==> src/rtl/rtc_ctl_pkg.sv <==
`timescale 1ns/1ps
// Shared constants and the map type for the clock control unit.
// Assumes a fixed 4-bit address and 4-bit data path.
package rtc_ctl_pkg;
    localparam int NIB_W  = 4;
    localparam int ADDR_W = 4;

    // Control register addresses (the decode depends on these positions)
    localparam logic [ADDR_W-1:0] A_CTL1 = 4'hD;
    localparam logic [ADDR_W-1:0] A_STAT = 4'hE;
    localparam logic [ADDR_W-1:0] A_MODE = 4'hF;

    // Bit positions inside the status and mode registers
    localparam int B_BUSY = 3;
    localparam int B_PON  = 2;
    localparam int B_SRST = 3;
    localparam int B_TEST = 2;

    typedef enum logic [1:0] {
        MAP_CLOCK  = 2'd0,
        MAP_RAM_LO = 2'd1,
        MAP_RAM_HI = 2'd2
    } map_mode_e;

    // Translate the stored 2-bit mode field into a map.
    function automatic map_mode_e map_from_field(input logic [1:0] f);
        if (!f[1])     return MAP_CLOCK;
        else if (!f[0]) return MAP_RAM_LO;
        else            return MAP_RAM_HI;
    endfunction
endpackage

==> src/rtl/rtc_carry_timer.sv <==
`timescale 1ns/1ps
// Divides the timebase tick into a one-second carry and produces the
// busy window around it. Assumes 1 <= LEAD < TPS and tick_i is a pulse.
module rtc_carry_timer #(
    parameter int TPS  = 4096,
    parameter int LEAD = 16
) (
    input  logic clk,
    input  logic rst_n,
    input  logic tick_i,
    output logic carry_o,
    output logic busy_o
);
    localparam int CW    = (TPS > 1) ? $clog2(TPS) : 1;
    localparam int START = TPS - LEAD;

    logic [CW-1:0] sub_q;
    logic [CW-1:0] sub_nxt;
    logic          wrap;
    logic          carry_q;
    logic          busy_q;

    // Next value of the sub-second count and the wrap condition.
    always_comb begin
        wrap    = (sub_q == CW'(TPS - 1));
        sub_nxt = wrap ? '0 : sub_q + 1'b1;
    end

    // Sub-second counter advancing on each tick.
    always_ff @(posedge clk) begin
        if (!rst_n)      sub_q <= '0;
        else if (tick_i) sub_q <= sub_nxt;
    end

    // One-cycle carry pulse registered on the wrapping tick.
    always_ff @(posedge clk) begin
        if (!rst_n) carry_q <= 1'b0;
        else        carry_q <= tick_i && wrap;
    end

    // Busy window: set LEAD ticks ahead, kept through the wrap, dropped next tick.
    always_ff @(posedge clk) begin
        if (!rst_n)      busy_q <= 1'b0;
        else if (tick_i) busy_q <= (sub_nxt >= CW'(START)) || wrap;
    end

    assign carry_o = carry_q;
    assign busy_o  = busy_q;
endmodule

==> src/rtl/rtc_addr_map.sv <==
`timescale 1ns/1ps
// Decodes address and map into target selects, write enables and the
// RAM index. Purely combinational; assumes RAM_HALF fits the index width.
module rtc_addr_map
    import rtc_ctl_pkg::*;
#(
    parameter int RAM_HALF  = 60,
    parameter int IDX_W     = 7
) (
    input  map_mode_e         map_i,
    input  logic [ADDR_W-1:0] addr_i,
    input  logic              wr_i,
    input  logic              busy_i,
    output logic              sel_cnt_o,
    output logic              sel_ctl_o,
    output logic              sel_ram_o,
    output logic              cnt_we_o,
    output logic              ram_we_o,
    output logic              hit_stat_o,
    output logic              hit_mode_o,
    output logic [IDX_W-1:0]  ram_idx_o
);
    // Target select and RAM index per map.
    always_comb begin
        sel_cnt_o = 1'b0;
        sel_ctl_o = 1'b0;
        sel_ram_o = 1'b0;
        ram_idx_o = '0;
        if (map_i == MAP_CLOCK) begin
            if (addr_i >= A_CTL1) sel_ctl_o = 1'b1;
            else                  sel_cnt_o = 1'b1;
        end else begin
            if (addr_i == A_MODE) begin
                sel_ctl_o = 1'b1;
            end else begin
                sel_ram_o = 1'b1;
                ram_idx_o = IDX_W'(addr_i)
                          + ((map_i == MAP_RAM_HI) ? IDX_W'(RAM_HALF) : IDX_W'(0));
            end
        end
    end

    // Internal register hits: status only in the clock map, mode everywhere.
    always_comb begin
        hit_stat_o = (map_i == MAP_CLOCK) && (addr_i == A_STAT);
        hit_mode_o = (addr_i == A_MODE);
    end

    // Write enables; the carry window blocks counter writes.
    always_comb begin
        cnt_we_o = wr_i && sel_cnt_o && !busy_i;
        ram_we_o = wr_i && sel_ram_o;
    end
endmodule

==> src/rtl/rtc_ctl_regs.sv <==
`timescale 1ns/1ps
// Holds the power-on flag, system-reset bit, test bit and mode field and
// builds the read nibble. Assumes por_i and write strobes are one cycle.
module rtc_ctl_regs
    import rtc_ctl_pkg::*;
(
    input  logic             clk,
    input  logic             rst_n,
    input  logic             por_i,
    input  logic             cs_i,
    input  logic             sck_i,
    input  logic             wr_i,
    input  logic             hit_stat_i,
    input  logic             hit_mode_i,
    input  logic [NIB_W-1:0] wdata_i,
    input  logic             busy_i,
    input  logic [NIB_W-1:0] ext_rdata_i,
    output logic             pon_o,
    output logic             srst_o,
    output logic [1:0]       field_o,
    output logic [NIB_W-1:0] rdata_o
);
    logic       pon_q;
    logic       srst_q;
    logic       test_q;
    logic [1:0] field_q;
    logic       mode_wr;
    logic       srst_wr;
    logic       release_hit;

    // Write and release qualifiers.
    always_comb begin
        mode_wr     = wr_i && hit_mode_i;
        srst_wr     = mode_wr && wdata_i[B_SRST];
        release_hit = cs_i && !sck_i;
    end

    // Power-on flag: detection wins over the clear from a reset write.
    always_ff @(posedge clk) begin
        if (!rst_n)       pon_q <= 1'b0;
        else if (por_i)   pon_q <= 1'b1;
        else if (srst_wr) pon_q <= 1'b0;
    end

    // System-reset bit: a write wins over the self-clear condition.
    always_ff @(posedge clk) begin
        if (!rst_n)           srst_q <= 1'b0;
        else if (mode_wr)     srst_q <= wdata_i[B_SRST];
        else if (release_hit) srst_q <= 1'b0;
    end

    // Test bit and map field are plain stored values.
    always_ff @(posedge clk) begin
        if (!rst_n) begin
            test_q  <= 1'b0;
            field_q <= 2'b00;
        end else if (mode_wr) begin
            test_q  <= wdata_i[B_TEST];
            field_q <= wdata_i[1:0];
        end
    end

    // Read nibble: internal registers first, otherwise external data.
    always_comb begin
        if (hit_mode_i)      rdata_o = {srst_q, test_q, field_q};
        else if (hit_stat_i) rdata_o = {busy_i, pon_q, 2'b00};
        else                 rdata_o = ext_rdata_i;
    end

    assign pon_o   = pon_q;
    assign srst_o  = srst_q;
    assign field_o = field_q;
endmodule

==> src/rtl/rtc_ctrl_bank.sv <==
`timescale 1ns/1ps
// Top of the clock control unit: carry timer, register file and address
// map. Assumes synchronous inputs; cs_i/sck_i are already synchronised.
module rtc_ctrl_bank
    import rtc_ctl_pkg::*;
#(
    parameter int TICKS_PER_SEC = 4096,
    parameter int BUSY_LEAD     = 16,
    parameter int RAM_HALF      = 60
) (
    input  logic                            clk,
    input  logic                            rst_n,
    input  logic                            tick_i,
    input  logic                            por_i,
    input  logic                            cs_i,
    input  logic                            sck_i,
    input  logic [3:0]                      addr_i,
    input  logic                            wr_i,
    input  logic [3:0]                      wdata_i,
    input  logic [3:0]                      ext_rdata_i,
    output logic [3:0]                      rdata_o,
    output logic                            busy_o,
    output logic                            carry_o,
    output logic                            cnt_clr_o,
    output logic                            sel_cnt_o,
    output logic                            sel_ctl_o,
    output logic                            sel_ram_o,
    output logic                            cnt_we_o,
    output logic                            ram_we_o,
    output logic [$clog2(2*RAM_HALF)-1:0]   ram_idx_o
);
    localparam int IDX_W = $clog2(2*RAM_HALF);

    logic       busy_w;
    logic       pon_w;
    logic       srst_w;
    logic [1:0] field_w;
    logic       hit_stat;
    logic       hit_mode;
    map_mode_e  map_w;

    // Map selection from the stored field.
    always_comb map_w = map_from_field(field_w);

    rtc_carry_timer #(
        .TPS  (TICKS_PER_SEC),
        .LEAD (BUSY_LEAD)
    ) timer_i (
        .clk     (clk),
        .rst_n   (rst_n),
        .tick_i  (tick_i),
        .carry_o (carry_o),
        .busy_o  (busy_w)
    );

    rtc_addr_map #(
        .RAM_HALF (RAM_HALF),
        .IDX_W    (IDX_W)
    ) map_i (
        .map_i      (map_w),
        .addr_i     (addr_i),
        .wr_i       (wr_i),
        .busy_i     (busy_w),
        .sel_cnt_o  (sel_cnt_o),
        .sel_ctl_o  (sel_ctl_o),
        .sel_ram_o  (sel_ram_o),
        .cnt_we_o   (cnt_we_o),
        .ram_we_o   (ram_we_o),
        .hit_stat_o (hit_stat),
        .hit_mode_o (hit_mode),
        .ram_idx_o  (ram_idx_o)
    );

    rtc_ctl_regs regs_i (
        .clk         (clk),
        .rst_n       (rst_n),
        .por_i       (por_i),
        .cs_i        (cs_i),
        .sck_i       (sck_i),
        .wr_i        (wr_i),
        .hit_stat_i  (hit_stat),
        .hit_mode_i  (hit_mode),
        .wdata_i     (wdata_i),
        .busy_i      (busy_w),
        .ext_rdata_i (ext_rdata_i),
        .pon_o       (pon_w),
        .srst_o      (srst_w),
        .field_o     (field_w),
        .rdata_o     (rdata_o)
    );

    assign busy_o    = busy_w;
    assign cnt_clr_o = srst_w;
endmodule

==> config.mk <==
export PLATFORM = sky130hd
export DESIGN_NAME = rtc_ctrl_bank
export DESIGN_NICKNAME = d
export VERILOG_FILES = /design/src/rtl/rtc_ctl_pkg.sv /design/src/rtl/rtc_carry_timer.sv /design/src/rtl/rtc_addr_map.sv /design/src/rtl/rtc_ctl_regs.sv /design/src/rtl/rtc_ctrl_bank.sv
export SDC_FILE = /design/constraint.sdc
export NUM_CORES = 1
export LEC_CHECK = 0
export ABC_CLOCK_PERIOD_IN_PS = 5600
export BUFFER_PORTS_ARGS = -buffer_cell sky130_fd_sc_hd__buf_4
export CELL_PAD_IN_SITES_DETAIL_PLACEMENT = 0
export CELL_PAD_IN_SITES_GLOBAL_PLACEMENT = 1
export CORE_ASPECT_RATIO = 0.7
export CORE_MARGIN = 1
export CORE_UTILIZATION = 39
export CTS_BUF_LIST = sky130_fd_sc_hd__clkbuf_16
export CTS_CLUSTER_SIZE = 8
export DETAILED_ROUTE_END_ITERATION = 10
export PLACE_DENSITY = 0.88
export SLEW_MARGIN = 10
export SYNTH_ARGS = -nofsm -noshare
export SYNTH_HDL_FRONTEND = slang
export SYNTH_SLANG_ARGS = --single-unit
==> constraint.sdc <==
create_clock -name clk -period 5.6 [get_ports clk]
set_input_delay 1.68 -clock clk [delete_from_list [all_inputs] [get_ports clk]]
set_output_delay 1.68 -clock clk [all_outputs]
set_load 0.02 [all_outputs]
==> results.toml, run 1 <==
[outcome]
outcome = "completed"

[layout]
final_nets = 219
fillers = 261
multi_input_area_um2 = 797.0
regArea_um2 = 380.4
finalCoreUtilization_pct = 55.47
finalInstanceArea_um2 = 1610
area_growth_pct = 29.74
antennaDiodeCount = 0
drive_above_1_share_pct = 24.87

[synthesis]
synth-edff-count = 0
yosysSeqAreaShare_pct = 30.65
async_flop_share_pct = 0
synth_fa_ha_area_share_pct = 6.653
synth_compound_area_share_pct = 15.83
muxShareOfSynthArea_pct = 1.613
synth_ff_type = "dfxtp_1"
synth_top_family_by_area = "simple AND/OR/NAND/NOR gates"
ys_types = 41
avgSynthCellArea_um2 = 7.856
synth_xor_area_share_pct = 5.645
synth-simple-area-share_pct = 34.48
yosys_register_bits = 19
mappedNetlistNets = 183
synth_warnings = 0
synth_cells = 158
synth_area_um2 = 1241

[grt]
grt_max_degree = 17
grt_pass1_wl_um = 5030
grt_overflow_total = 0
grt_antenna_before_repair = 0
grt_pass1_vias = 1101
grtUsageTotal_pct = 18.27

[routing]
wire_per_inst_um = 13.51
vias = 1251
drt-vias-per-instance = 5.463
remaining_drc_errors = 0
firstDrtPassIters = 4
routed_wl_um = 3094
drt_iter0_markers = 64
ant_nets = 0

[place]
placedInstanceArea_um2 = 1530
routabilityCongestion = 0.8483
port-buffer-count = 37
dp_slack_ns = 0.9812
post-dp-hpwl_um = 2377

[worst_setup_path]
crit_arrival_ns = 2.94
critPathKind = "in2out"
critical_path.max_fanout = 5
reg2reg_depth = 5
worstSetupEndpointType = "primary output"
cp-start-kind = "input pin"
cp.required_ns = 3.92

[cts]
path_clk_slew_ns = 0.05
cts_root_buffer = "clkbuf_16"
cts_setup_buffers = 0
ctsResizeCount = 0
postCtsHoldBufs = 0
cts_buffers = 3
worstSkewPairLatency_ns = 0.25
htreeDepth = 1
cts_tree = "done"
clkSinkCount = 19
clock_path_buffers = 2

[sta]
fin_crit_sh_pct = 82.53
post-route-min-period_ns = 4.622
finalSetupTns_ns = 0
setup_violations = 0
clock_skew_ns = 0.001986
relSlewSlack_pct = 70.26
max_freq_ghz = 0.2164
setup_slack_ns = 0.9781
hold_viol_final = 0
rsz0062_at_grt = "false"
slew_violations = 0
worst_pin_slew_ns = 0.4455

[power]
leakagePower_nw = 0.7088
power_mw = 0.3295
ir_drop_uv = 177.9
powerDensity_nw_per_um2 = 204.6

[floorplan]
die_area_um2 = 3416
die_x_um = 69.43
die_y_um = 49.20
core_area_um2 = 2903
start_util_pct = 42.76
rows = 16
ios = 38

[worst_hold_path]
min_path_cells = 2
hold_path.class = "reg2reg"

[job]
maxCapViolCount = 0
-- Yosys cell counts, drive strengths merged (4+ instances only) --
cell type  instances  area share (%)
nand4              8             5.0
xor2               4             2.8
ha                 5             5.0
inv                8             2.4
nand2             18             5.4
and3              10             5.0
xnor2              4             2.8
a21oi             10             4.0
o21ai              6             2.4
dfxtp             19              31
nand3             11             4.4
clkbuf             4             1.2
nor2              15             4.5
-- critical path, cell delays in order --
cell,delay (ns)
buf_4,0.11
ha_1,0.16
inv_1,0.05
fa_1,0.35
inv_1,0.06
ha_1,0.21
and3_1,0.16
buf_4,0.15
-- report_power, final --
part | switching (mW) | leakage (nW) | internal (mW)
Combinational | 0.0211 | 0.514 | 0.0197
Sequential | 0.00336 | 0.154 | 0.138
Clock | 0.0519 | 0.0409 | 0.0957
Total | 0.0764 | 0.709 | 0.253
-- stage by stage --
step / std cells / hold slack [ns]
after global placement: 225 / 0.4561
after CTS: 229 / 0.4627
after floorplan: 158 / 0.4360
after global routing: 229 / 0.4952
after detailed placement: 225 / 0.4525
final: 229 / 0.4590
-- path summary, 6_finish.rpt --
kind | end | slack (ns) | start
max | ram_idx_o[4] | 0.98 | addr_i[2]
min | regs_i.test_q | 0.46 | regs_i.test_q
max reg2reg | timer_i.sub_q[7] | 3.52 | timer_i.sub_q[0]
min reg2reg | regs_i.test_q | 0.46 | regs_i.test_q
-- per-layer routing --
metal	vias up	track usage (%)	share of wire (%)
met2	32	27.67	44
met4	0	4.082	0.39
met5	-	0	0
met1	573	25.79	50
met3	2	4.959	5.8
li1	644	-	-
-- registers in the layout (all words and copies together) (netlist names) --
signal / cells
regs_i.test_q: 1
regs_i.pon_o: 1
timer_i.sub_q: 12
timer_i.carry_o: 1
regs_i.srst_o: 1
regs_i.field_o: 2
timer_i.busy_o: 1
-- cells by family after synthesis --
kind of cell / count (synthesis)
xor+xnor: 8
simple gates: 79
buf+inv: 14
fa+ha+maj: 6
compound gates: 30
mux: 2
flops: 19
-- final cells by class --
| cell class | instances | share of cell area (%) |
|---|---|---|
| multi-input cells | 125 | 49.50 |
| flip-flops and latches | 19 | 23.62 |
| clock buffers | 3 | 4.662 |
| repair buffers | 37 | 17.25 |
| clock inverters | 1 | 0.3108 |
| well taps | 36 | 2.797 |
| inverters | 8 | 1.865 |
-- placed cells by master, fill, tap and decap left out, types with 2 or more instances in the layout --
cell and instances:
a21oi_1 10, a22oi_1 2, a31oi_1 2, and3_1 10, and4_1 2, buf_4 37, clkbuf_16 3, dfxtp_1 19
ha_1 5, inv_1 8, mux2i_1 2, nand2_1 18, nand2b_1 2, nand3_1 11, nand4_1 6, nand4_2 2
nor2_1 15, nor3_1 2, nor3b_1 2, o21ai_0 6, o31a_1 2, o41ai_1 2, xnor2_1 4, xor2_1 4
Power figures use the tool's default switching activity.
==> run 2: changes to the inputs <==
Settings changed: ABC_AREA set to 1, ABC_CLOCK_PERIOD_IN_PS 5600 to 4700, CORE_UTILIZATION 39 to 34, PLACE_DENSITY 0.88 to 0.82.
Clock period 5.6 ns to 4.7 ns, I/O delays scaled along.
==> run 2 against run 1 <==
Synthesized area grew 3.3%. Critical path depth is 1 higher. Hold slack better by 0.052 ns. Flip-flop and latch count stayed put. Final area increased by 5.0%. Wire length is 6.9% higher. Sequential share of layout area down 1.1 points. Clock-buffer cell count is the same. Power up 25%. Critical path type unchanged. Critical endpoint unchanged.
==> results.toml, run 2 <==
[outcome]
outcome = "completed"

[cts]
htreeDepth = 1
clock_path_buffers = 2
postCtsHoldBufs = 0
cts_root_buffer = "clkbuf_16"
path_clk_slew_ns = 0.06
cts_buffers = 3
clkSinkCount = 19
worstSkewPairLatency_ns = 0.25
cts_setup_buffers = 0
ctsResizeCount = 0
cts_tree = "done"

[power]
power_mw = 0.4117
ir_drop_uv = 161.4
powerDensity_nw_per_um2 = 243.5
leakagePower_nw = 0.8142

[worst_setup_path]
worst-path-buf-inv = 4
reg2reg_from = "timer_i.sub_q[0]"
cp.required_ns = 3.29
cpLargestDelayFamily = "adder cells"
rrSetupSlack_ns = 3.11
crit_arrival_ns = 2.62
rr_endpoint = "timer_i.busy_o"
cp.depth = 9
max_stage_delay_ns = 0.37
critPathKind = "in2out"
path_cells = "buf_4 > ha_1 > inv_1 > fa_1 > inv_1 > ha_1 > nand2_1 > nor2_1 > buf_4"
crit_end = "ram_idx_o[4]"
worstSetupEndpointType = "primary output"
cp_slowest_cell = "fa_1"
cp-start-kind = "input pin"
crit_start = "addr_i[2]"
critical_path.max_fanout = 2
reg2reg_depth = 9

[sta]
relSlewSlack_pct = 74.31
slew_violations = 0
rsz0062_at_grt = "false"
clock_skew_ns = 0.002920
finalSetupTns_ns = 0
fin_crit_sh_pct = 85.72
worst_pin_slew_ns = 0.3841
holdWs_ns = 0.5112
max_freq_ghz = 0.2482
post-route-min-period_ns = 4.029
setup_violations = 0
hold_viol_final = 0
setup_slack_ns = 0.6710

[job]
maxCapViolCount = 0

[layout]
finalCoreUtilization_pct = 47.50
largest_register_ff_count = 12
finalInstanceArea_um2 = 1690
regMostFlops = "timer_i.sub_q"
drive_above_1_share_pct = 21.58
final_nets = 267
area_growth_pct = 31.80
final_cell_mix = "43 x nand2_1, 43 x nor2_1, 37 x buf_4"
antennaDiodeCount = 0
instances_no_fill = 291

[place]
port-buffer-count = 37
post-dp-hpwl_um = 2663
dp_slack_ns = 0.6691
routabilityCongestion = 0.8188
placedInstanceArea_um2 = 1612
placedCellCount = 287

[grt]
grt_busiest_layer = "met1"
grt_pass1_wl_um = 5423
grt_max_degree = 17
grt_pass1_vias = 1109
gr-usage-met2_pct = 24.26
use_met1_pct = 29.37
grt_antenna_before_repair = 0
grt_overflow_total = 0
grt_use_met3_pct = 4.571
grtUsageTotal_pct = 18.54

[synthesis]
yosys.area.top_type = "dfxtp_1"
mappedNetlistNets = 228
synth-edff-count = 0
netlist_top_cells_area = "dfxtp_1 30%, nand2_1 13%, nor2_1 13%, inv_1 7.9%, nand3_1 5.9%"
synth_ff_type = "dfxtp_1"
synth_area_um2 = 1282
async_flop_share_pct = 0
yosysTopAreaCellShare_pct = 29.66
synth_warnings = 0
avgSynthCellArea_um2 = 6.318
synth_cells = 203
synthTopCellsByCount = "43 x nand2_1, 43 x nor2_1, 27 x inv_1"
ys_types = 26
yosys_register_bits = 19
yosysSeqAreaShare_pct = 29.66

[floorplan]
start_util_pct = 36.04
die_x_um = 75.41
core_area_um2 = 3558
ios = 38
die_area_um2 = 4026
rows = 18
die_y_um = 53.39

[routing]
ant_nets = 0
firstDrtPassIters = 4
vias = 1301
drt-vias-per-instance = 4.471
remaining_drc_errors = 0
wire_per_inst_um = 11.37
drt_iter0_markers = 62
routed_wl_um = 3308

[worst_hold_path]
hold_path.class = "reg2reg"
-- run 2: cell count changes after synthesis, sizes merged, moves of 4 or more --
cell / previous run / this run
and3: 10 / 0
inv: 8 / 30
nand2: 18 / 44
nand3: 11 / 15
nand4: 8 / 2
nor2: 15 / 48
-- run 2: cell type report --
cell class / instances / area [µm²]
Fill cell: 384 / 1868
Multi-Input combinational cell: 151 / 778.2
Sequential cell: 19 / 380.4
Timing Repair Buffer: 37 / 277.8
Inverter: 30 / 112.6
Clock buffer: 3 / 75.07
Tap cell: 50 / 62.56
Clock inverter: 1 / 3.754
-- run 2: worst register-to-register path: stages (launching register included) --
cell and delay, ns:
dfxtp_1 0.38, ha_1 0.25, nand3_1 0.14, nor2_4 0.20, nand3_1 0.09, nand2_1 0.10, nand3_1 0.07, nor2_1 0.11
nand2_1 0.08, a21oi_2 0.11
-- run 2: kinds of logic (layout without fill, tap and decap cells) --
| kind of cell | Yosys count | count (layout) | synth area share [%] |
|---|---|---|---|
| buf+inv | 33 | 71 | 9.659 |
| fa+ha+maj | 6 | 6 | 6.439 |
| xor+xnor | 5 | 5 | 4.001 |
| compound gates | 28 | 28 | 12.39 |
| simple gates | 112 | 112 | 37.85 |
| flops | 19 | 19 | 29.66 |
-- run 2: worst min-delay path by stage --
| stage | startpoint | end | slack, ns | depth (start not counted) |
|---|---|---|---|---|
| 2_1_floorplan | regs_i.pon_o | regs_i.pon_o | 0.46 | 2 |
| 3_3_place_gp | regs_i.pon_o | regs_i.pon_o | 0.49 | 2 |
| 3_5_place_dp | regs_i.pon_o | regs_i.pon_o | 0.50 | 2 |
| 4_1_cts | regs_i.pon_o | regs_i.pon_o | 0.51 | 2 |
| 5_1_grt | regs_i.test_q | regs_i.test_q | 0.54 | 2 |
| 6_report | timer_i.sub_q[0] | timer_i.sub_q[0] | 0.51 | 2 |
-- run 2: metal layers --
metal / vias to the layer above / wire (µm)
li1: 715 / -
met1: 562 / 1956
met2: 22 / 1241
met3: 2 / 99
met4: 0 / 10
met5: - / 0
-- run 2: where the power goes --
group,leakage [nW],total [mW],switching [mW],internal [mW]
combinational,0.616,0.0625,0.0353,0.0272
sequential,0.156,0.175,0.00751,0.168
clock,0.0423,0.174,0.0607,0.113
total,0.814,0.412,0.103,0.308
==> run 3: changes to the inputs <==
Settings changed: ABC_AREA 1 to not set, CORE_ASPECT_RATIO 0.7 to 1.5, CORE_UTILIZATION 34 to 36.
==> run 3 against run 2 <==
Final area shrank 4.3%. Critical endpoint unchanged. Clock skew increased by 0.0020 ns. Sequential power down 4%. First-iteration DRC count fell by 71%. Worst setup slack worse by 0.097 ns. Clock power up 3%.
==> results.toml, run 3 (synthesis results as in run 1) <==
[outcome]
outcome = "completed"

[floorplan]
die_area_um2 = 3691
start_util_pct = 38.52
die_y_um = 73.92
rows = 25
ios = 38
die_x_um = 49.94
core_area_um2 = 3222

[layout]
final_nets = 219
antennaDiodeCount = 0
largest_register_ff_count = 12
area_growth_pct = 30.34
regMostFlops = "timer_i.sub_q"
drive_above_1_share_pct = 24.87
fillers = 319
instances_no_fill = 233
final_common_cell = "buf_4"
final_cell_mix = "37 x buf_4, 19 x dfxtp_1, 18 x nand2_1"

[cts]
postCtsHoldBufs = 0
ctsResizeCount = 0
worstSkewPairLatency_ns = 0.26
cts_buffers = 3
htreeDepth = 1
cts_root_buffer = "clkbuf_16"
path_clk_slew_ns = 0.06
clkSinkCount = 19
clock_path_buffers = 2
cts_setup_buffers = 0
cts_tree = "done"

[worst_setup_path]
reg2reg_from = "timer_i.sub_q[0]"
critical_path.max_fanout = 5
critPathKind = "in2out"
cp.depth = 8
cp-start-kind = "input pin"
crit_arrival_ns = 2.72
cpLargestDelayFamily = "adder cells"
path_cells = "buf_4 > ha_1 > inv_1 > fa_1 > inv_1 > ha_1 > and3_1 > buf_4"
cp_slowest_cell = "fa_1"
max_stage_delay_ns = 0.36
worst-path-buf-inv = 4
crit_start = "addr_i[2]"
worstSetupEndpointType = "primary output"
reg2reg_depth = 5
cp.required_ns = 3.29

[sta]
finalSetupTns_ns = 0
hold_viol_final = 0
setup_violations = 0
clock_skew_ns = 0.004940
worst_pin_slew_ns = 0.4528
max_freq_ghz = 0.2424
slew_violations = 0
fin_crit_sh_pct = 87.78
rsz0062_at_grt = "false"
relSlewSlack_pct = 69.77
post-route-min-period_ns = 4.126

[power]
swShare_pct = 23.78
p_seq_share_pct = 42.3
netSwitchingPower_mw = 0.09443
leakagePower_nw = 0.7050
p_int_mw = 0.3027
clockPowerShare_pct = 45.4
pwr-share-comb_pct = 12.3
powerDensity_nw_per_um2 = 245.5
power_mw = 0.3971
ir_drop_uv = 223.5

[routing]
wire_per_inst_um = 13.55
drt-vias-per-instance = 5.433
vias = 1266
ant_nets = 0
routed_wl_um = 3157
firstDrtPassIters = 4
drt_iter0_markers = 18
remaining_drc_errors = 0

[grt]
grt_overflow_total = 0
grt_antenna_before_repair = 0
grt_pass1_vias = 1203
grt_max_degree = 17
grt_pass1_wl_um = 5313
grtUsageTotal_pct = 18.73

[place]
port-buffer-count = 37
post-dp-hpwl_um = 2439
routabilityCongestion = 0.7549
placedCellCount = 229

[job]
maxCapViolCount = 0

[worst_hold_path]
min_path_cells = 2
hp-start = "regs_i.test_q"
hold_path.class = "reg2reg"
-- run 3: changes by cell type in the layout (fill, tap and decap cells not counted), sizes merged, moves of 4 or more --
cell	delta
and3	+10
nand4	+6
nand2	-26
nand3	-4
nor2	-33
inv	-23
-- run 3: power by group through the flow --
stage,combinational [mW],sequential [mW],clock [mW]
after global placement,0.0471,0.171,0
after global routing,0.0531,0.168,0.190
final,0.0487,0.168,0.180
after detailed placement,0.0488,0.172,0
after floorplan,0.0238,0.170,0
after CTS,0.0489,0.168,0.184
-- run 3: stage by stage --
step	utilization, %	hold slack [ns]	worst slack, ns	cell area [µm²]
final	50.21	0.4574	0.5744	1618
after global routing	50.21	0.4698	0.5024	1618
after CTS	50.21	0.4580	0.5711	1618
after detailed placement	47.65	0.4498	0.5772	1535
after global placement	47.65	0.4495	0.6371	1535
after floorplan	-	0.4360	0.7850	1241
-- run 3: per-layer routing --
metal / wire length [µm] / up-vias / GRT usage, %
met1: 1301 / 590 / 19.05
met3: 89 / 5 / 2.070
met2: 1708 / 29 / 36.94
met4: 57 / 0 / 9.206
met5: 0 / - / 0
li1: - / 642 / -
-- run 3: worst paths after layout --
check	end	slack, ns
max	ram_idx_o[4]	0.57
min	regs_i.test_q	0.46
max reg2reg	timer_i.sub_q[7]	2.60
min reg2reg	regs_i.test_q	0.46
-- run 3: area by class of cell --
type | count | area [µm²] | share of cell area, %
inverter | 8 | 30.03 | 1.856
tap | 40 | 50.05 | 3.094
timing repair buffer | 37 | 277.8 | 17.17
sequential | 19 | 380.4 | 23.51
clock inverter | 1 | 7.507 | 0.4640
clock buffer | 3 | 75.07 | 4.640
multi-input combinational | 125 | 797.0 | 49.27
-- run 3: worst reg2reg max path: cells and delay by family (launching register included) --
family / cells / cell delay, ns
AOI/OAI and AO/OA: 1 / 0.28
adders and majority gates: 1 / 0.32
DFF: 1 / 0.43
and+or+nand+nor: 3 / 0.95
